==> src/rtl/volrx_pkg.sv <==
// Shared constants and types for the serial volume command receiver.
package volrx_pkg;
    localparam int WORD_W   = 16;   // bits per command word
    localparam int CODE_W   = 8;    // attenuation code width
    localparam int DB_W     = 7;    // decoded dB output width
    localparam int MAX_STEP = 80;   // largest code that still attenuates
    localparam int N_CHAN   = 2;    // index 0 = left, 1 = right

    // Channel selection field (word bits 9:8); the values are part of the command format.
    typedef enum logic [1:0] {
        CH_BOTH  = 2'b00,
        CH_LEFT  = 2'b01,
        CH_RIGHT = 2'b10,
        CH_NONE  = 2'b11
    } chan_sel_e;

    // Layout of a command word, most significant field first.
    typedef struct packed {
        logic [1:0] spare_hi;   // bits 15:14, ignored
        logic [1:0] addr;       // bits 13:12, {strap1, strap2}
        logic [1:0] spare_mid;  // bits 11:10, ignored
        chan_sel_e  chan;       // bits 9:8
        logic [7:0] code;       // bits 7:0
    } cmd_word_t;
endpackage

==> src/rtl/volrx_pin_sync.sv <==
// Synchronizes a group of asynchronous pins and flags their rising edges.
// Assumes each pin stays stable for at least two system clocks per level.
// The flops reset to IDLE so that a pin idling at that level makes no edge.
module volrx_pin_sync #(
    parameter int   N_PINS = 3,
    parameter int   STAGES = 2,
    parameter logic IDLE   = 1'b1
) (
    input  logic              clk,
    input  logic              rst_n,
    input  logic [N_PINS-1:0] pins_i,
    output logic [N_PINS-1:0] level_o,
    output logic [N_PINS-1:0] rise_o
);
    for (genvar p = 0; p < N_PINS; p++) begin : g_pin
        logic [STAGES-1:0] chain_q;
        logic              prev_q;

        // Synchronizer chain: the newest sample enters at bit 0.
        always_ff @(posedge clk) begin
            if (!rst_n) chain_q <= {STAGES{IDLE}};
            else        chain_q <= {chain_q[STAGES-2:0], pins_i[p]};
        end

        // Previous synchronized level, used for edge detection.
        always_ff @(posedge clk) begin
            if (!rst_n) prev_q <= IDLE;
            else        prev_q <= chain_q[STAGES-1];
        end

        assign level_o[p] = chain_q[STAGES-1];
        assign rise_o[p]  = chain_q[STAGES-1] & ~prev_q;
    end
endmodule

==> src/rtl/volrx_shifter.sv <==
// Shifts serial bits in MSB first and, on a latch edge, emits the last WORD_W
// bits when at least WORD_W bits were counted. Assumes a bit edge and a latch
// edge never arrive in the same system clock.
module volrx_shifter #(
    parameter int WORD_W = 16
) (
    input  logic              clk,
    input  logic              rst_n,
    input  logic              bit_i,
    input  logic              shift_i,
    input  logic              latch_i,
    output logic [WORD_W-1:0] word_o,
    output logic              load_o
);
    localparam int CNT_W = $clog2(WORD_W + 1);
    localparam logic [CNT_W-1:0] FULL = CNT_W'(WORD_W);

    logic [WORD_W-1:0] shreg_q;
    logic [CNT_W-1:0]  cnt_q;

    // Shift register: the oldest bit leaves at the top.
    always_ff @(posedge clk) begin
        if (!rst_n)       shreg_q <= '0;
        else if (shift_i) shreg_q <= {shreg_q[WORD_W-2:0], bit_i};
    end

    // Bit counter: saturates at WORD_W and clears on every latch edge.
    always_ff @(posedge clk) begin
        if (!rst_n)                     cnt_q <= '0;
        else if (latch_i)               cnt_q <= '0;
        else if (shift_i && cnt_q != FULL) cnt_q <= cnt_q + 1'b1;
    end

    // Capture the word and raise the load pulse on a latch after a full word.
    always_ff @(posedge clk) begin
        if (!rst_n) begin
            word_o <= '0;
            load_o <= 1'b0;
        end else begin
            load_o <= latch_i && (cnt_q == FULL);
            if (latch_i && cnt_q == FULL) word_o <= shreg_q;
        end
    end

    AST_CNT_BOUND: assert property (@(posedge clk) disable iff (!rst_n)
        cnt_q <= FULL);
    AST_LOAD_FROM_LATCH: assert property (@(posedge clk) disable iff (!rst_n)
        load_o |-> $past(latch_i));
    AST_CNT_CLEARED: assert property (@(posedge clk) disable iff (!rst_n)
        latch_i |=> cnt_q == '0);
endmodule

==> src/rtl/volrx_decode.sv <==
// Combinational command decoder: compares the address field with the straps
// and turns the channel field into per-channel write enables.
module volrx_decode
    import volrx_pkg::*;
(
    input  logic            load_i,
    input  cmd_word_t       word_i,
    input  logic [1:0]      strap_i,
    output logic [N_CHAN-1:0] wr_o,
    output logic [CODE_W-1:0] code_o
);
    logic addr_hit;
    logic [N_CHAN-1:0] sel;

    // Address match against the straps; bit 13 to strap 1, bit 12 to strap 2.
    assign addr_hit = (word_i.addr == strap_i);

    // Channel field to channel mask (bit 0 left, bit 1 right).
    always_comb begin
        unique case (word_i.chan)
            CH_BOTH:  sel = 2'b11;
            CH_LEFT:  sel = 2'b01;
            CH_RIGHT: sel = 2'b10;
            default:  sel = 2'b00;
        endcase
    end

    assign wr_o   = (load_i && addr_hit) ? sel : '0;
    assign code_o = word_i.code;
endmodule

==> src/rtl/volrx_channel.sv <==
// One channel's attenuation register with its decoded outputs and write strobe.
// The code resets to RESET_CODE (a mute code) and changes only on wr_i.
module volrx_channel #(
    parameter int CODE_W     = 8,
    parameter int DB_W       = 7,
    parameter int MAX_STEP   = 80,
    parameter int RESET_CODE = 255
) (
    input  logic              clk,
    input  logic              rst_n,
    input  logic              wr_i,
    input  logic [CODE_W-1:0] code_i,
    output logic [CODE_W-1:0] code_o,
    output logic              mute_o,
    output logic [DB_W-1:0]   db_o,
    output logic              upd_o
);
    localparam logic [CODE_W-1:0] LIMIT   = CODE_W'(MAX_STEP);
    localparam logic [DB_W-1:0]   DB_MUTE = '1;

    // Attenuation register and its one-cycle write strobe.
    always_ff @(posedge clk) begin
        if (!rst_n) begin
            code_o <= CODE_W'(RESET_CODE);
            upd_o  <= 1'b0;
        end else begin
            upd_o <= wr_i;
            if (wr_i) code_o <= code_i;
        end
    end

    // Decoded view: codes above the step range mean mute.
    assign mute_o = (code_o > LIMIT);
    assign db_o   = mute_o ? DB_MUTE : DB_W'(code_o);

    AST_CODE_ONLY_ON_WRITE: assert property (@(posedge clk) disable iff (!rst_n)
        !$stable(code_o) |-> upd_o);
    AST_MUTE_DB: assert property (@(posedge clk) disable iff (!rst_n)
        mute_o |-> db_o == DB_MUTE);
endmodule

==> src/rtl/vol_cmd_rx.sv <==
// Top level of the addressed serial volume command receiver.
// Chain: pin synchronizer -> shifter -> decoder -> two channel registers.
module vol_cmd_rx
    import volrx_pkg::*;
(
    input  logic              clk,
    input  logic              rst_n,
    input  logic              ser_clk_i,
    input  logic              ser_dat_i,
    input  logic              ser_lat_i,
    input  logic              addr_sel1_i,
    input  logic              addr_sel2_i,
    output logic [CODE_W-1:0] left_code_o,
    output logic              left_mute_o,
    output logic [DB_W-1:0]   left_db_o,
    output logic              left_upd_o,
    output logic [CODE_W-1:0] right_code_o,
    output logic              right_mute_o,
    output logic [DB_W-1:0]   right_db_o,
    output logic              right_upd_o
);
    localparam int PIN_CLK = 0;
    localparam int PIN_DAT = 1;
    localparam int PIN_LAT = 2;

    logic [2:0]          lvl, rise;
    logic [WORD_W-1:0]   word;
    logic                load;
    logic [N_CHAN-1:0]   wr;
    logic [CODE_W-1:0]   new_code;
    logic [CODE_W-1:0]   code   [N_CHAN];
    logic [N_CHAN-1:0]   mute, upd;
    logic [DB_W-1:0]     db     [N_CHAN];

    volrx_pin_sync #(.N_PINS(3), .STAGES(2), .IDLE(1'b1)) u_sync (
        .clk     (clk),
        .rst_n   (rst_n),
        .pins_i  ({ser_lat_i, ser_dat_i, ser_clk_i}),
        .level_o (lvl),
        .rise_o  (rise)
    );

    volrx_shifter #(.WORD_W(WORD_W)) u_shift (
        .clk     (clk),
        .rst_n   (rst_n),
        .bit_i   (lvl[PIN_DAT]),
        .shift_i (rise[PIN_CLK]),
        .latch_i (rise[PIN_LAT]),
        .word_o  (word),
        .load_o  (load)
    );

    volrx_decode u_dec (
        .load_i  (load),
        .word_i  (cmd_word_t'(word)),
        .strap_i ({addr_sel1_i, addr_sel2_i}),
        .wr_o    (wr),
        .code_o  (new_code)
    );

    for (genvar c = 0; c < N_CHAN; c++) begin : g_chan
        volrx_channel #(
            .CODE_W     (CODE_W),
            .DB_W       (DB_W),
            .MAX_STEP   (MAX_STEP),
            .RESET_CODE ((1 << CODE_W) - 1)
        ) u_ch (
            .clk    (clk),
            .rst_n  (rst_n),
            .wr_i   (wr[c]),
            .code_i (new_code),
            .code_o (code[c]),
            .mute_o (mute[c]),
            .db_o   (db[c]),
            .upd_o  (upd[c])
        );
    end

    assign left_code_o  = code[0];
    assign left_mute_o  = mute[0];
    assign left_db_o    = db[0];
    assign left_upd_o   = upd[0];
    assign right_code_o = code[1];
    assign right_mute_o = mute[1];
    assign right_db_o   = db[1];
    assign right_upd_o  = upd[1];

    AST_WRITE_NEEDS_LOAD: assert property (@(posedge clk) disable iff (!rst_n)
        (wr != '0) |-> load);
    AST_STROBE_AFTER_LOAD: assert property (@(posedge clk) disable iff (!rst_n)
        (left_upd_o || right_upd_o) |-> $past(load));
    AST_STROBE_SINGLE: assert property (@(posedge clk) disable iff (!rst_n)
        left_upd_o |=> !left_upd_o);
endmodule

==> config.mk <==
export PLATFORM = sky130hd
export DESIGN_NAME = vol_cmd_rx
export DESIGN_NICKNAME = d
export VERILOG_FILES = /design/src/rtl/volrx_pkg.sv /design/src/rtl/volrx_pin_sync.sv /design/src/rtl/volrx_shifter.sv /design/src/rtl/volrx_decode.sv /design/src/rtl/volrx_channel.sv /design/src/rtl/vol_cmd_rx.sv
export SDC_FILE = /design/constraint.sdc
export NUM_CORES = 1
export LEC_CHECK = 0
export CAP_MARGIN = 20
export CORE_MARGIN = 3
export CORE_UTILIZATION = 45
export DETAILED_ROUTE_END_ITERATION = 7
export GPL_TIMING_DRIVEN = 0
export HOLD_SLACK_MARGIN = 0.03
export PLACE_DENSITY = 0.8
export REMOVE_ABC_BUFFERS = 1
export SETUP_SLACK_MARGIN = 0.1
export SLEW_MARGIN = 25
export SYNTH_ARGS = -nofsm -noshare
export SYNTH_HDL_FRONTEND = slang
export SYNTH_SLANG_ARGS = --single-unit
==> constraint.sdc <==
create_clock -name clk -period 1.4 [get_ports clk]
set_input_delay 0.21 -clock clk [delete_from_list [all_inputs] [get_ports clk]]
set_output_delay 0.21 -clock clk [all_outputs]
set_load 0.03 [all_outputs]
==> results.json <==
{
  "status": "complete, but fails checks",
  "violations": "negative setup slack",
  "row_count": 26,
  "cts.htree.levels": 3,
  "setup_repair_after_global_routing_missed_its_margin": "true",
  "route.final.wire_length_um": 6320,
  "die_width_um": 81.0,
  "post_synth_instance_area_um2": 2530,
  "slew_limit_headroom": 0.646,
  "clock_tree_from_tritoncts": "yes",
  "routed-via-count": 2232,
  "setup_viol": 27,
  "cpMostUsedCell": "buf_6",
  "worstPathArrival_ns": 1.63,
  "post_synth_main_area_contributors": "dfxtp_1 (46%), nand2_1 (6.1%), nand3_1 (5.9%)",
  "first_global_vias": 2110,
  "critical_path_class": "reg2out",
  "initial_antenna_violation_count": 0,
  "layout.cells.non_filler": 410,
  "finalClockSkew_ns": 0.00963,
  "number_of_drc_markers_after_the_initial_detailed_route_iteration": 118,
  "use_met3": 0.0843,
  "gp_routability_congestion": 0.745,
  "final_net_count": 344,
  "grt_busiest_layer": "met2",
  "cp_slowest_cell": "o41a_1",
  "worst_hold_path_type": "in2reg",
  "synthDominantAreaCellType": "dfxtp_1",
  "drv_cap": 0,
  "endpoint_kind": "output pin",
  "io_pins": 41,
  "groute.layer.met1.usage": 0.220,
  "library_cell_with_the_highest_instance_count_after_synthesis": "dfxtp_1",
  "initial_core_util": 0.480,
  "ys_warn_count": 0,
  "yosys-top-cells-count": "dfxtp_1 (58), nand2_1 (41), nand3_1 (30), o21ai_0 (17)",
  "worst_skew_late_latency_ns": 0.34,
  "dieHeight_um": 81.0,
  "vias_per_cell": 5.44,
  "grt_first_pass_wirelength_um": 9860,
  "finalSetupTns_ns": -5.54,
  "flow.area_growth_from_synthesis_pct": 42.5,
  "post_synth.cell_area_avg_um2": 8.82,
  "timing_hold_violations_final": 0,
  "clock_tree.root_cell": "clkbuf_8",
  "tightestPinTransition_ns": 0.529,
  "cts_num_sinks": 58,
  "placed_cells_incl_taps": 374,
  "largest_net_degree_at_the_start_of_global_routing": 49,
  "synth_cell_types": 33,
  "n_antenna_cell": 0,
  "worst_ep_required_time_ns": 1.19,
  "timing.final.crit_period_ns": 1.84,
  "die_area_um2": 6560,
  "setup_ws_ns": -0.436,
  "layout_worst_path_cycle_share": 1.31,
  "vdd_drop_max_v": 0.000917,
  "groute.usage.overall": 0.197,
  "core-area_um2": 5270,
  "ant_nets": 0,
  "remaining_global_route_overflow": 0,
  "sequential_fraction_of_the_synthesis_area": 0.459,
  "synth_seq_cells": 58,
  "yosysTopAreaCellShare": 0.459,
  "cts_made_buffers": 9,
  "drc_violations_left": 0,
  "worst_path_maximum_fanout": 4,
  "avgRoutedWirePerCell_um": 15.4,
  "maxClockFrequency_ghz": 0.545,
  "globalRouteMet2Util": 0.331,
  "clk_transition_reported_paths_ns": 0.06,
  "timing.critical_path.slowest_cell_delay_ns": 0.45,
  "cp_cell_sequence": "o41a_1 > o21ai_4 > buf_6 > nand2b_4 > buf_6",
  "drt_pre_antenna_iters": 4,
  "crit_buf_inv": 2,
  "p_per_area_nw_per_um2": 890,
  "drive_above_1_share": 0.397,
  "cp_top_family": "compound AO/OA/AOI/OAI gates",
  "synth-edff-count": 0,
  "io_buffers": 40,
  "startpoint_type": "flop",
  "clock_tree.buffer_depth": 2,
  "place.detailed.hpwl_um": 3430,
  "postSynth.asyncResetShare": 0,
  "cellLeakagePower_nw": 1.20,
  "finalMaxSlewViolations": 0,
  "dominantRegCellSynth": "dfxtp_1",
  "postSynthCellCount": 287
}
state kept, by name (all words and copies together) (netlist names):
signal                count
g_chan.u_ch.code_o       16
g_chan.u_ch.upd_o         2
u_shift.cnt_q             5
u_shift.load_o            1
u_shift.shreg_q          14
u_shift.word_o           12
u_sync.g_pin.chain_q      6
u_sync.g_pin.prev_q       2
timing repair:
action / in CTS / in global routing
gates resized for setup: 224 / 68
gates cloned: 1 / 0
hold buffers: 0 / 0
setup endpoints to repair: 82 / 62
pin swaps: 21 / 14
setup buffers: 15 / 5
worst reg2reg max path, stage by stage, from the launching register on:
cell       delay [ns]
dfxtp_2          0.35
inv_2            0.05
ha_4             0.15
nor4bb_4         0.15
clkbuf_16        0.16
or4_4            0.48
a21oi_2          0.13
per-layer routing:
metal | wire, µm | part of all wire | vias up
met1 | 2590 | 0.41 | 1030
met2 | 3240 | 0.51 | 79
met5 | 0 | 0 | -
met4 | 62 | 0.0098 | 0
met3 | 422 | 0.067 | 9
li1 | - | - | 1114
report_power, final:
| part | switching, mW | total, mW | leakage (nW) | internal [mW] |
|---|---|---|---|---|
| Sequential | 0.00689 | 1.66 | 0.469 | 1.65 |
| Combinational | 0.0858 | 0.142 | 0.630 | 0.0559 |
| Clock | 0.627 | 1.41 | 0.0965 | 0.782 |
| Total | 0.720 | 3.21 | 1.20 | 2.49 |
logic make-up after synthesis:
kind of cell	count (synthesis)	share of synthesized area
simple gates	126	0.261
flops	58	0.459
xor+xnor	4	0.0257
compound gates	70	0.191
buf+inv	27	0.0534
fa+ha+maj	2	0.00989
final cells by class:
| class | count | area [µm²] |
|---|---|---|
| repair buffers | 61 | 609 |
| well taps | 70 | 87.6 |
| clock buffers | 14 | 173 |
| fillers | 434 | 1660 |
| inverters | 3 | 11.3 |
| clock inverters | 2 | 10.0 |
| flip-flops and latches | 58 | 1190 |
| multi-input cells | 202 | 1520 |
worst paths after layout:
path / startpoint / endpoint / slack, ns / cells past startpoint
max: g_chan[0].u_ch.code_o[1] / left_mute_o / -0.44 / 5
min: rst_n / u_sync.g_pin[2].prev_q / 0.13 / 2
max reg2reg: u_shift.cnt_q[0] / u_shift.cnt_q[2] / -0.13 / 6
min reg2reg: u_sync.g_pin[2].chain_q[0] / u_sync.g_pin[2].chain_q[1] / 0.41 / 1
placed cells by master (no fill, tap or decap), types with 3 or more instances in the layout:
master	synthesis	final
dfxtp_1	58	43
nand2_1	41	35
buf_6	2	24
nand3_1	30	18
nand4_1	16	16
o31ai_1	16	14
a21boi_0	16	13
clkbuf_8	0	12
nand2b_1	14	11
o21ai_0	17	11
nor2_1	10	10
dfxtp_2	0	10
nand3_2	0	9
buf_2	8	9
buf_4	2	9
a21boi_1	10	8
nand2_2	0	5
a21boi_2	0	5
dfxtp_4	0	5
o21ai_1	0	4
dlygate4sd2_1	0	4
nand3_4	0	3
a21oi_2	0	3
clkdlybuf4s50_1	0	3
clkdlybuf4s15_2	0	3
clkbuf_2	1	3
per-stage QoR:
step / setup WS (ns) / total power [mW] / hold WS, ns / instance area [µm²] / util
after floorplan: -0.104 / 1.76 / 0.282 / 2410 / -
after global placement: -1.04 / 1.81 / 0.390 / 2890 / 0.549
after detailed placement: -0.484 / 1.82 / 0.402 / 2910 / 0.552
after CTS: -0.476 / 3.22 / 0.107 / 3460 / 0.657
after global routing: -0.528 / 3.34 / 0.116 / 3610 / 0.684
final: -0.436 / 3.21 / 0.127 / 3610 / 0.684
No activity file was read; power rests on OpenSTA's default activity.
